[src/rtl/i2c_seq_pkg.sv]
// Package: shared state type and command-bit positions for the I2C sequencer.
// Assumes: the byte engine decodes the command bits at the positions below.
package i2c_seq_pkg;
    typedef enum logic [2:0] {
        ST_IDLE = 3'd0,
        ST_ARM  = 3'd1,
        ST_CTRL = 3'd2,
        ST_DATA = 3'd3,
        ST_LAST = 3'd4,
        ST_DRDY = 3'd5
    } seq_state_e;

    localparam int CMD_W   = 6;
    localparam int CB_START = 0;
    localparam int CB_STOP  = 1;
    localparam int CB_WR    = 2;
    localparam int CB_RD    = 3;
    localparam int CB_NACK  = 4;
    localparam int CB_IACK  = 5;
endpackage

[src/rtl/i2c_seq_buf.sv]
// Module: byte buffer with a host write port, a capture write port and two
// combinational read ports. Assumes: capture and host writes never coincide
// (capture wins if they do); indices at or above DEPTH are ignored / read 0.
module i2c_seq_buf #(
    parameter int DEPTH = 17,
    parameter int DW    = 8,
    parameter int IDX_W = $clog2(DEPTH)
) (
    input  logic             clk,
    input  logic             rst_n,
    input  logic             host_we,
    input  logic [IDX_W-1:0] host_idx,
    input  logic [DW-1:0]    host_data,
    input  logic             cap_we,
    input  logic [IDX_W-1:0] cap_idx,
    input  logic [DW-1:0]    cap_data,
    input  logic [IDX_W-1:0] fsm_idx,
    output logic [DW-1:0]    fsm_rdata,
    input  logic [IDX_W-1:0] host_ridx,
    output logic [DW-1:0]    host_rdata
);
    logic [DW-1:0] mem [DEPTH];

    for (genvar g = 0; g < DEPTH; g++) begin : g_ent
        // Storage for one entry: capture port has priority over host port.
        always_ff @(posedge clk) begin
            if (!rst_n)
                mem[g] <= '0;
            else if (cap_we && cap_idx == IDX_W'(g))
                mem[g] <= cap_data;
            else if (host_we && host_idx == IDX_W'(g))
                mem[g] <= host_data;
        end
    end

    // Read ports: out-of-range indices return zero.
    always_comb begin
        fsm_rdata  = '0;
        host_rdata = '0;
        for (int i = 0; i < DEPTH; i++) begin
            if (fsm_idx == IDX_W'(i))   fsm_rdata  = mem[i];
            if (host_ridx == IDX_W'(i)) host_rdata = mem[i];
        end
    end
endmodule

[src/rtl/i2c_seq_fsm.sv]
// Module: transfer sequencer. Turns a host request into engine byte commands
// and advances on byte-complete events. Assumes: eng_irq is a one-cycle pulse
// with eng_busy/eng_arb_lost valid alongside; req_valid is a one-cycle strobe.
module i2c_seq_fsm
    import i2c_seq_pkg::*;
#(
    parameter int DEPTH = 17,
    parameter int LEN_W = $clog2(DEPTH + 1),
    parameter int IDX_W = $clog2(DEPTH)
) (
    input  logic             clk,
    input  logic             rst_n,
    input  logic             req_valid,
    input  logic             req_read,
    input  logic [6:0]       req_addr,
    input  logic [LEN_W-1:0] req_len,
    input  logic             rd_ack,
    input  logic             eng_irq,
    input  logic             eng_busy,
    input  logic             eng_arb_lost,
    input  logic [7:0]       eng_rx_data,
    input  logic [7:0]       buf_rdata,
    output logic [IDX_W-1:0] buf_idx,
    output logic             cap_we,
    output logic [7:0]       cap_data,
    output logic             is_idle,
    output logic             req_accept,
    output logic             req_reject,
    output logic             done,
    output logic             data_ready,
    output logic             err,
    output logic [LEN_W-1:0] xfer_count,
    output logic [CMD_W-1:0] eng_cmd,
    output logic [7:0]       eng_tx_data,
    output logic             eng_irq_en
);
    localparam logic [CMD_W-1:0] C_IACK  = CMD_W'(1) << CB_IACK;
    localparam logic [CMD_W-1:0] C_STOP  = CMD_W'(1) << CB_STOP;
    localparam logic [CMD_W-1:0] C_WR    = CMD_W'(1) << CB_WR;
    localparam logic [CMD_W-1:0] C_RD    = CMD_W'(1) << CB_RD;
    localparam logic [CMD_W-1:0] C_START = CMD_W'(1) << CB_START;
    localparam logic [CMD_W-1:0] C_NACK  = CMD_W'(1) << CB_NACK;

    seq_state_e       state;
    logic             dir_rd;
    logic [6:0]       addr_q;
    logic [LEN_W-1:0] left_q;
    logic [LEN_W-1:0] ptr_q;
    logic             ev_live, ev_abort, ev_adv, bad_req;

    // Event classification: which states listen, and whether to abort or advance.
    always_comb begin
        ev_live  = eng_irq && (state == ST_IDLE || state == ST_CTRL ||
                               state == ST_DATA || state == ST_LAST);
        ev_abort = ev_live && (eng_arb_lost || (!eng_busy && state == ST_IDLE));
        ev_adv   = ev_live && !eng_arb_lost && !eng_busy && state != ST_IDLE;
        bad_req  = (req_len > LEN_W'(DEPTH)) || (!req_read && req_len == '0);
    end

    // Capture path: received bytes are stored only in DATA and LAST states.
    always_comb begin
        cap_we   = ev_adv && dir_rd && (state == ST_DATA || state == ST_LAST);
        cap_data = eng_rx_data;
        buf_idx  = ptr_q[IDX_W-1:0];
    end

    assign is_idle    = (state == ST_IDLE);
    assign data_ready = (state == ST_DRDY);
    assign xfer_count = ptr_q;

    // Main sequencer: state, counters, registered command outputs and pulses.
    always_ff @(posedge clk) begin
        if (!rst_n) begin
            state       <= ST_IDLE;
            dir_rd      <= 1'b0;
            addr_q      <= '0;
            left_q      <= '0;
            ptr_q       <= '0;
            eng_cmd     <= '0;
            eng_tx_data <= '0;
            eng_irq_en  <= 1'b0;
            req_accept  <= 1'b0;
            req_reject  <= 1'b0;
            done        <= 1'b0;
            err         <= 1'b0;
        end else begin
            eng_cmd    <= '0;
            req_accept <= 1'b0;
            req_reject <= 1'b0;
            done       <= 1'b0;
            err        <= 1'b0;
            if (ev_abort) begin
                state      <= ST_IDLE;
                eng_irq_en <= 1'b0;
                eng_cmd    <= C_STOP;
                err        <= 1'b1;
            end
            case (state)
                ST_IDLE: begin
                    if (req_valid && (ev_abort || bad_req)) begin
                        req_reject <= 1'b1;
                    end else if (req_valid && req_len == '0) begin
                        req_accept <= 1'b1;
                        done       <= 1'b1;
                    end else if (req_valid) begin
                        req_accept <= 1'b1;
                        dir_rd     <= req_read;
                        addr_q     <= req_addr;
                        left_q     <= req_len;
                        ptr_q      <= '0;
                        state      <= ST_ARM;
                        eng_irq_en <= 1'b0;
                        eng_cmd    <= C_IACK;
                    end
                end
                ST_ARM: begin
                    eng_cmd     <= C_START | C_WR;
                    eng_tx_data <= {addr_q, dir_rd};
                    eng_irq_en  <= 1'b1;
                    state       <= ST_CTRL;
                end
                ST_CTRL, ST_DATA: begin
                    if (ev_adv) begin
                        if (dir_rd) begin
                            if (state == ST_DATA) ptr_q <= ptr_q + LEN_W'(1);
                            eng_cmd <= (left_q > LEN_W'(1)) ? C_RD
                                                            : (C_RD | C_NACK | C_STOP);
                        end else begin
                            eng_tx_data <= buf_rdata;
                            ptr_q       <= ptr_q + LEN_W'(1);
                            eng_cmd     <= (left_q > LEN_W'(1)) ? C_WR : (C_WR | C_STOP);
                        end
                        left_q <= left_q - LEN_W'(1);
                        state  <= (left_q == LEN_W'(1)) ? ST_LAST : ST_DATA;
                    end
                end
                ST_LAST: begin
                    if (ev_adv) begin
                        if (dir_rd) begin
                            ptr_q <= ptr_q + LEN_W'(1);
                            state <= ST_DRDY;
                        end else begin
                            state <= ST_IDLE;
                        end
                        eng_irq_en <= 1'b0;
                        done       <= 1'b1;
                    end
                end
                ST_DRDY: begin
                    if (rd_ack) state <= ST_IDLE;
                end
                default: state <= ST_IDLE;
            endcase
            if (req_valid && state != ST_IDLE) req_reject <= 1'b1;
        end
    end

    // IACK is always followed by START+WRITE with interrupts enabled.
    a_r4_addr_after_iack: assert property (@(posedge clk) disable iff (!rst_n)
        eng_cmd[CB_IACK] |=> (eng_cmd == (C_START | C_WR)) && eng_irq_en);

    // arbitration loss on a live event yields STOP, error and interrupts off.
    a_r6_arb_abort: assert property (@(posedge clk) disable iff (!rst_n)
        (ev_live && eng_arb_lost) |=> (eng_cmd == C_STOP) && err && !eng_irq_en);

    // a busy event neither issues a command nor moves the state.
    a_r5_busy_ignored: assert property (@(posedge clk) disable iff (!rst_n)
        (eng_irq && eng_busy && !eng_arb_lost && state != ST_IDLE && state != ST_ARM)
        |=> (eng_cmd == '0) && (state == $past(state)));

    // a request outside IDLE is refused.
    a_r2_reject_busy: assert property (@(posedge clk) disable iff (!rst_n)
        (req_valid && state != ST_IDLE) |=> req_reject && !req_accept);

    // NACK only ever travels with READ and STOP.
    a_r7_nack_last: assert property (@(posedge clk) disable iff (!rst_n)
        eng_cmd[CB_NACK] |-> eng_cmd[CB_RD] && eng_cmd[CB_STOP]);

    // completion leaves the engine interrupt disabled.
    a_r9_done_irq_off: assert property (@(posedge clk) disable iff (!rst_n)
        done |-> !eng_irq_en);

    // acknowledge releases waiting read data.
    a_r11_ack_release: assert property (@(posedge clk) disable iff (!rst_n)
        (data_ready && rd_ack) |=> !data_ready);
endmodule

[src/rtl/i2c_burst_seq.sv]
// Module: top of the I2C burst sequencer. Joins the byte buffer and the
// sequencer FSM; host buffer loads are only let through while idle.
// Assumes: a byte engine that acts on eng_cmd and reports byte completion.
module i2c_burst_seq
    import i2c_seq_pkg::*;
#(
    parameter int DEPTH = 17,
    parameter int LEN_W = $clog2(DEPTH + 1),
    parameter int IDX_W = $clog2(DEPTH)
) (
    input  logic             clk,
    input  logic             rst_n,
    input  logic             req_valid,
    input  logic             req_read,
    input  logic [6:0]       req_addr,
    input  logic [LEN_W-1:0] req_len,
    output logic             req_accept,
    output logic             req_reject,
    input  logic             load_en,
    input  logic [IDX_W-1:0] load_idx,
    input  logic [7:0]       load_data,
    input  logic [IDX_W-1:0] rd_idx,
    output logic [7:0]       rd_data,
    output logic [LEN_W-1:0] rd_count,
    input  logic             rd_ack,
    output logic             done,
    output logic             data_ready,
    output logic             err,
    output logic [CMD_W-1:0] eng_cmd,
    output logic [7:0]       eng_tx_data,
    output logic             eng_irq_en,
    input  logic             eng_irq,
    input  logic             eng_busy,
    input  logic             eng_arb_lost,
    input  logic [7:0]       eng_rx_data
);
    logic [IDX_W-1:0] buf_idx;
    logic [7:0]       buf_rdata, cap_data;
    logic             cap_we, is_idle;

    i2c_seq_buf #(.DEPTH(DEPTH), .DW(8), .IDX_W(IDX_W)) u_buf (
        .clk        (clk),
        .rst_n      (rst_n),
        .host_we    (load_en && is_idle),
        .host_idx   (load_idx),
        .host_data  (load_data),
        .cap_we     (cap_we),
        .cap_idx    (buf_idx),
        .cap_data   (cap_data),
        .fsm_idx    (buf_idx),
        .fsm_rdata  (buf_rdata),
        .host_ridx  (rd_idx),
        .host_rdata (rd_data)
    );

    i2c_seq_fsm #(.DEPTH(DEPTH), .LEN_W(LEN_W), .IDX_W(IDX_W)) u_fsm (
        .clk          (clk),
        .rst_n        (rst_n),
        .req_valid    (req_valid),
        .req_read     (req_read),
        .req_addr     (req_addr),
        .req_len      (req_len),
        .rd_ack       (rd_ack),
        .eng_irq      (eng_irq),
        .eng_busy     (eng_busy),
        .eng_arb_lost (eng_arb_lost),
        .eng_rx_data  (eng_rx_data),
        .buf_rdata    (buf_rdata),
        .buf_idx      (buf_idx),
        .cap_we       (cap_we),
        .cap_data     (cap_data),
        .is_idle      (is_idle),
        .req_accept   (req_accept),
        .req_reject   (req_reject),
        .done         (done),
        .data_ready   (data_ready),
        .err          (err),
        .xfer_count   (rd_count),
        .eng_cmd      (eng_cmd),
        .eng_tx_data  (eng_tx_data),
        .eng_irq_en   (eng_irq_en)
    );
endmodule

[config.mk]
export PLATFORM = sky130hd
export DESIGN_NAME = i2c_burst_seq
export DESIGN_NICKNAME = d
export VERILOG_FILES = /design/src/rtl/i2c_seq_pkg.sv /design/src/rtl/i2c_seq_buf.sv /design/src/rtl/i2c_seq_fsm.sv /design/src/rtl/i2c_burst_seq.sv
export SDC_FILE = /design/constraint.sdc
export NUM_CORES = 1
export LEC_CHECK = 0
export BUFFER_PORTS_ARGS = -buffer_cell sky130_fd_sc_hd__buf_4
export CAP_MARGIN = 20
export CORE_MARGIN = 2
export CORE_UTILIZATION = 60
export CTS_BUF_LIST = sky130_fd_sc_hd__clkbuf_8
export CTS_CLUSTER_DIAMETER = 120
export CTS_CLUSTER_SIZE = 25
export DETAILED_ROUTE_END_ITERATION = 12
export HOLD_SLACK_MARGIN = 0.03
export PLACE_DENSITY = 0.79
export SETUP_SLACK_MARGIN = 0.1
export SLEW_MARGIN = 0
export SYNTH_ARGS = -nofsm -noshare
export SYNTH_HDL_FRONTEND = slang
export SYNTH_HIERARCHICAL = 1
export SYNTH_SLANG_ARGS = --single-unit
[constraint.sdc]
create_clock -name clk -period 3.9 [get_ports clk]
set_input_delay 0.39 -clock clk [delete_from_list [all_inputs] [get_ports clk]]
set_output_delay 0.39 -clock clk [all_outputs]
set_load 0.02 [all_outputs]
==> metrics <==
yosys warns 6; Num CTS Buffers 17; clock transition at the registers of the reported paths 110 ps; Synth Flop Type edfxtp_1; PD cells roughly 340 nW/um^2; # port buffers 79; top-count cell post-synth edfxtp_1; Critical Path Start Type register; P&R area growth vs syn 8.70%; max_cap viols 0; Initial DRT Pass Iterations 6; Worst setup startpoint u_fsm/state[2]; crit path max fanout 18; Clock Skews 19.6 ps; drt total wl between 30000 and 40000 um; GPL Wtd Cong approximately 1; Post-Route Setup TNS 0 ps; clock tree from TritonCTS built; gr usage total just over 40%; Final min period roughly 3400 ps; number of global-route vias before repair around 9200; initial antenna violation count 0; layout cells sized above 1 between 15 and 20%; RR Startpoint u_fsm/state[2]; DRT iter0 DRCs 1737; period utilisation layout 87.4%; ANT cells 0; Post-synth EDFFs ~140; crit path cell chain or3b_2 > a21oi_1 > nor2b_1 > nand3b_1 > o221ai_1; Mapped Nets approximately 1200; Worst EP required between 4000 and 5000 ps; synth top area cells edfxtp_1 (36%), a22o_1 (10%), dfxtp_1 (7.1%); Slowest-stage cell, CP o221ai_1; final hold violations 0; chip width about 140 um; pin count of the biggest net entering global routing 76; nets roughly 1200; worst path arrival time 3520 ps; Fmax around 300 MHz; FFs w/ async S/R, synth 0%; Setup crit end kind register; RSZ-0062 raised after global routing no; slowest stage delay, CP ~850 ps; Remaining Overflow, GRT 0; Final setup viols 0; DP HPWL between 20000 and 30000 um; Cell variety after synth just over 80; Worst Hold Class in -> reg; Die H around 140 um; Seq cells post-synth 176; # IOs 80; cell at the root of the clock tree clkbuf_8; Gate Count Post-Synth approximately 1100; CP Class reg -> reg; vias per inst between 7 and 8; Max H-tree Level 4; Die ar. 19800 sq um; Initial Util between 60% and 70%; register area share after synthesis between 40% and 50%; DR WL/cell around 29 um; Worst Max-Slew Pin Slew 969 ps; Post-CTS Setup Inserts 0; Clock Sinks roughly 180; fin. max-slew vios 0; drt drc 0; Post-CTS Resized 0; min-delay src req_addr[6]; fill count between 1000 and 1500; first-pass GRT wire length between 50000 and 60000 um; cell area after synthesis 11200 sq um; Leak about 4.3 nW; CTS Hold Bufs 0; slew margin rel. a little over a third; Vias 10243; synth cell count leaders edfxtp_1 (136), a22o_1 (129), nor2_1 (100), nand2_1 (83); clock latency on the worst-skew pair between 400 and 500 ps; Rows slightly below 50; top-area cell type share of the netlist area a little over a third; outcome completed; CTS max path bufs 2; Final ANT Viol Nets 0; Syn Area/Cell just over 10 sq um; DP Area 11700 sq um; Core ar. roughly 18000 sq um; Max VDD drop 0.218 mV; finished layout cell area around 12000 sq um; largest area contributor in the netlist edfxtp_1
## cell type report
cell class                 count  area, sq um  share of cell area [%]
sequential                   176         4890                    40.1
tap                          229          287                    2.35
clock inverter                15          221                    1.82
multi-input combinational    812         5720                    46.9
timing repair buffer         103          786                    6.45
inverter                      11         46.3                   0.380
clock buffer                  17          234                    1.92
## worst paths after layout
| path | slack [ps] | cells after the start | endpoint |
|---|---|---|---|
| worst max-delay path | 490 | 5 | u_buf/mem[10][4] |
| worst min-delay path | 130 | 3 | u_fsm/addr_q[6] |
| worst max register to register | 490 | 5 | u_buf/mem[10][4] |
| worst min register to register | 500 | 2 | u_fsm/eng_tx_data[7] |
## per-stage QoR
step | std cells | hold slack (ps) | setup WS [ps] | total power [mW] | utilization [%]
6_report | 1363 | 129 | 492 | 4.10 | 67.1
5_1_grt | 1363 | 141 | 292 | 4.23 | 67.1
4_1_cts | 1363 | 115 | 581 | 4.08 | 67.1
3_5_place_dp | 1331 | 472 | 597 | 2.74 | 64.6
3_3_place_gp | 1331 | 467 | 698 | 2.73 | 64.6
2_1_floorplan | 1110 | 458 | 1190 | 2.51 | -
## sequential cells by signal (all words and copies together), names as in the netlist
signal / flops
u_fsm/dir_rd: 1
u_fsm/done: 1
u_fsm/eng_tx_data: 8
u_fsm/left_q: 5
u_fsm/addr_q: 7
u_fsm/req_accept: 1
u_fsm/eng_cmd: 6
u_fsm/buf_idx: 5
u_fsm/eng_irq_en: 1
u_fsm/err: 1
u_fsm/req_reject: 1
u_fsm/state: 3
u_buf/mem: 136
## where the power goes
part           internal [mW]  leakage (nW)  switching [mW]
clock network          0.617         0.226           0.762
logic                  0.190          2.37           0.365
registers               2.09          1.73          0.0755
## logic make-up (layout without fill, tap and decap cells)
group	Yosys count	count (layout)	synth area share, %
compound gates	375	375	25.7
fa+ha+maj	3	3	0.335
buf+inv	122	146	5.37
flops	176	176	43.6
mux	77	77	8.40
simple gates	357	357	16.6
## critical path: cells and delay by family, from the launching register on
kind | cells | cell delay (ps)
AND/OR/NAND/NOR | 3 | 1310
AO/OA/AOI/OAI | 2 | 1060
flip-flops | 1 | 670
## per-layer routing
layer	wire [um]	GRT usage (%)	vias up	part of all wire, %
met4	1470	13.7	0	3.7
met5	0	0	-	0
met2	17000	58.5	906	43
li1	-	-	4361	-
met1	15400	58.4	4876	39
met3	5730	11.1	100	14
## cell usage in the layout (no fill, tap or decap), types with 15 or more instances in the layout
cell / instances
nor3_1: 26
buf_4: 102
nor2_1: 100
o221ai_1: 20
nand3b_1: 15
clkbuf_8: 17
nand2_1: 83
o22ai_1: 17
nand2b_1: 21
dfxtp_1: 38
o21ai_0: 45
nor2b_1: 20
edfxtp_1: 136
mux2_2: 16
nand3_1: 26
mux2i_1: 49
a22o_1: 129
a21oi_1: 49
(Power assumes the default switching activity.)
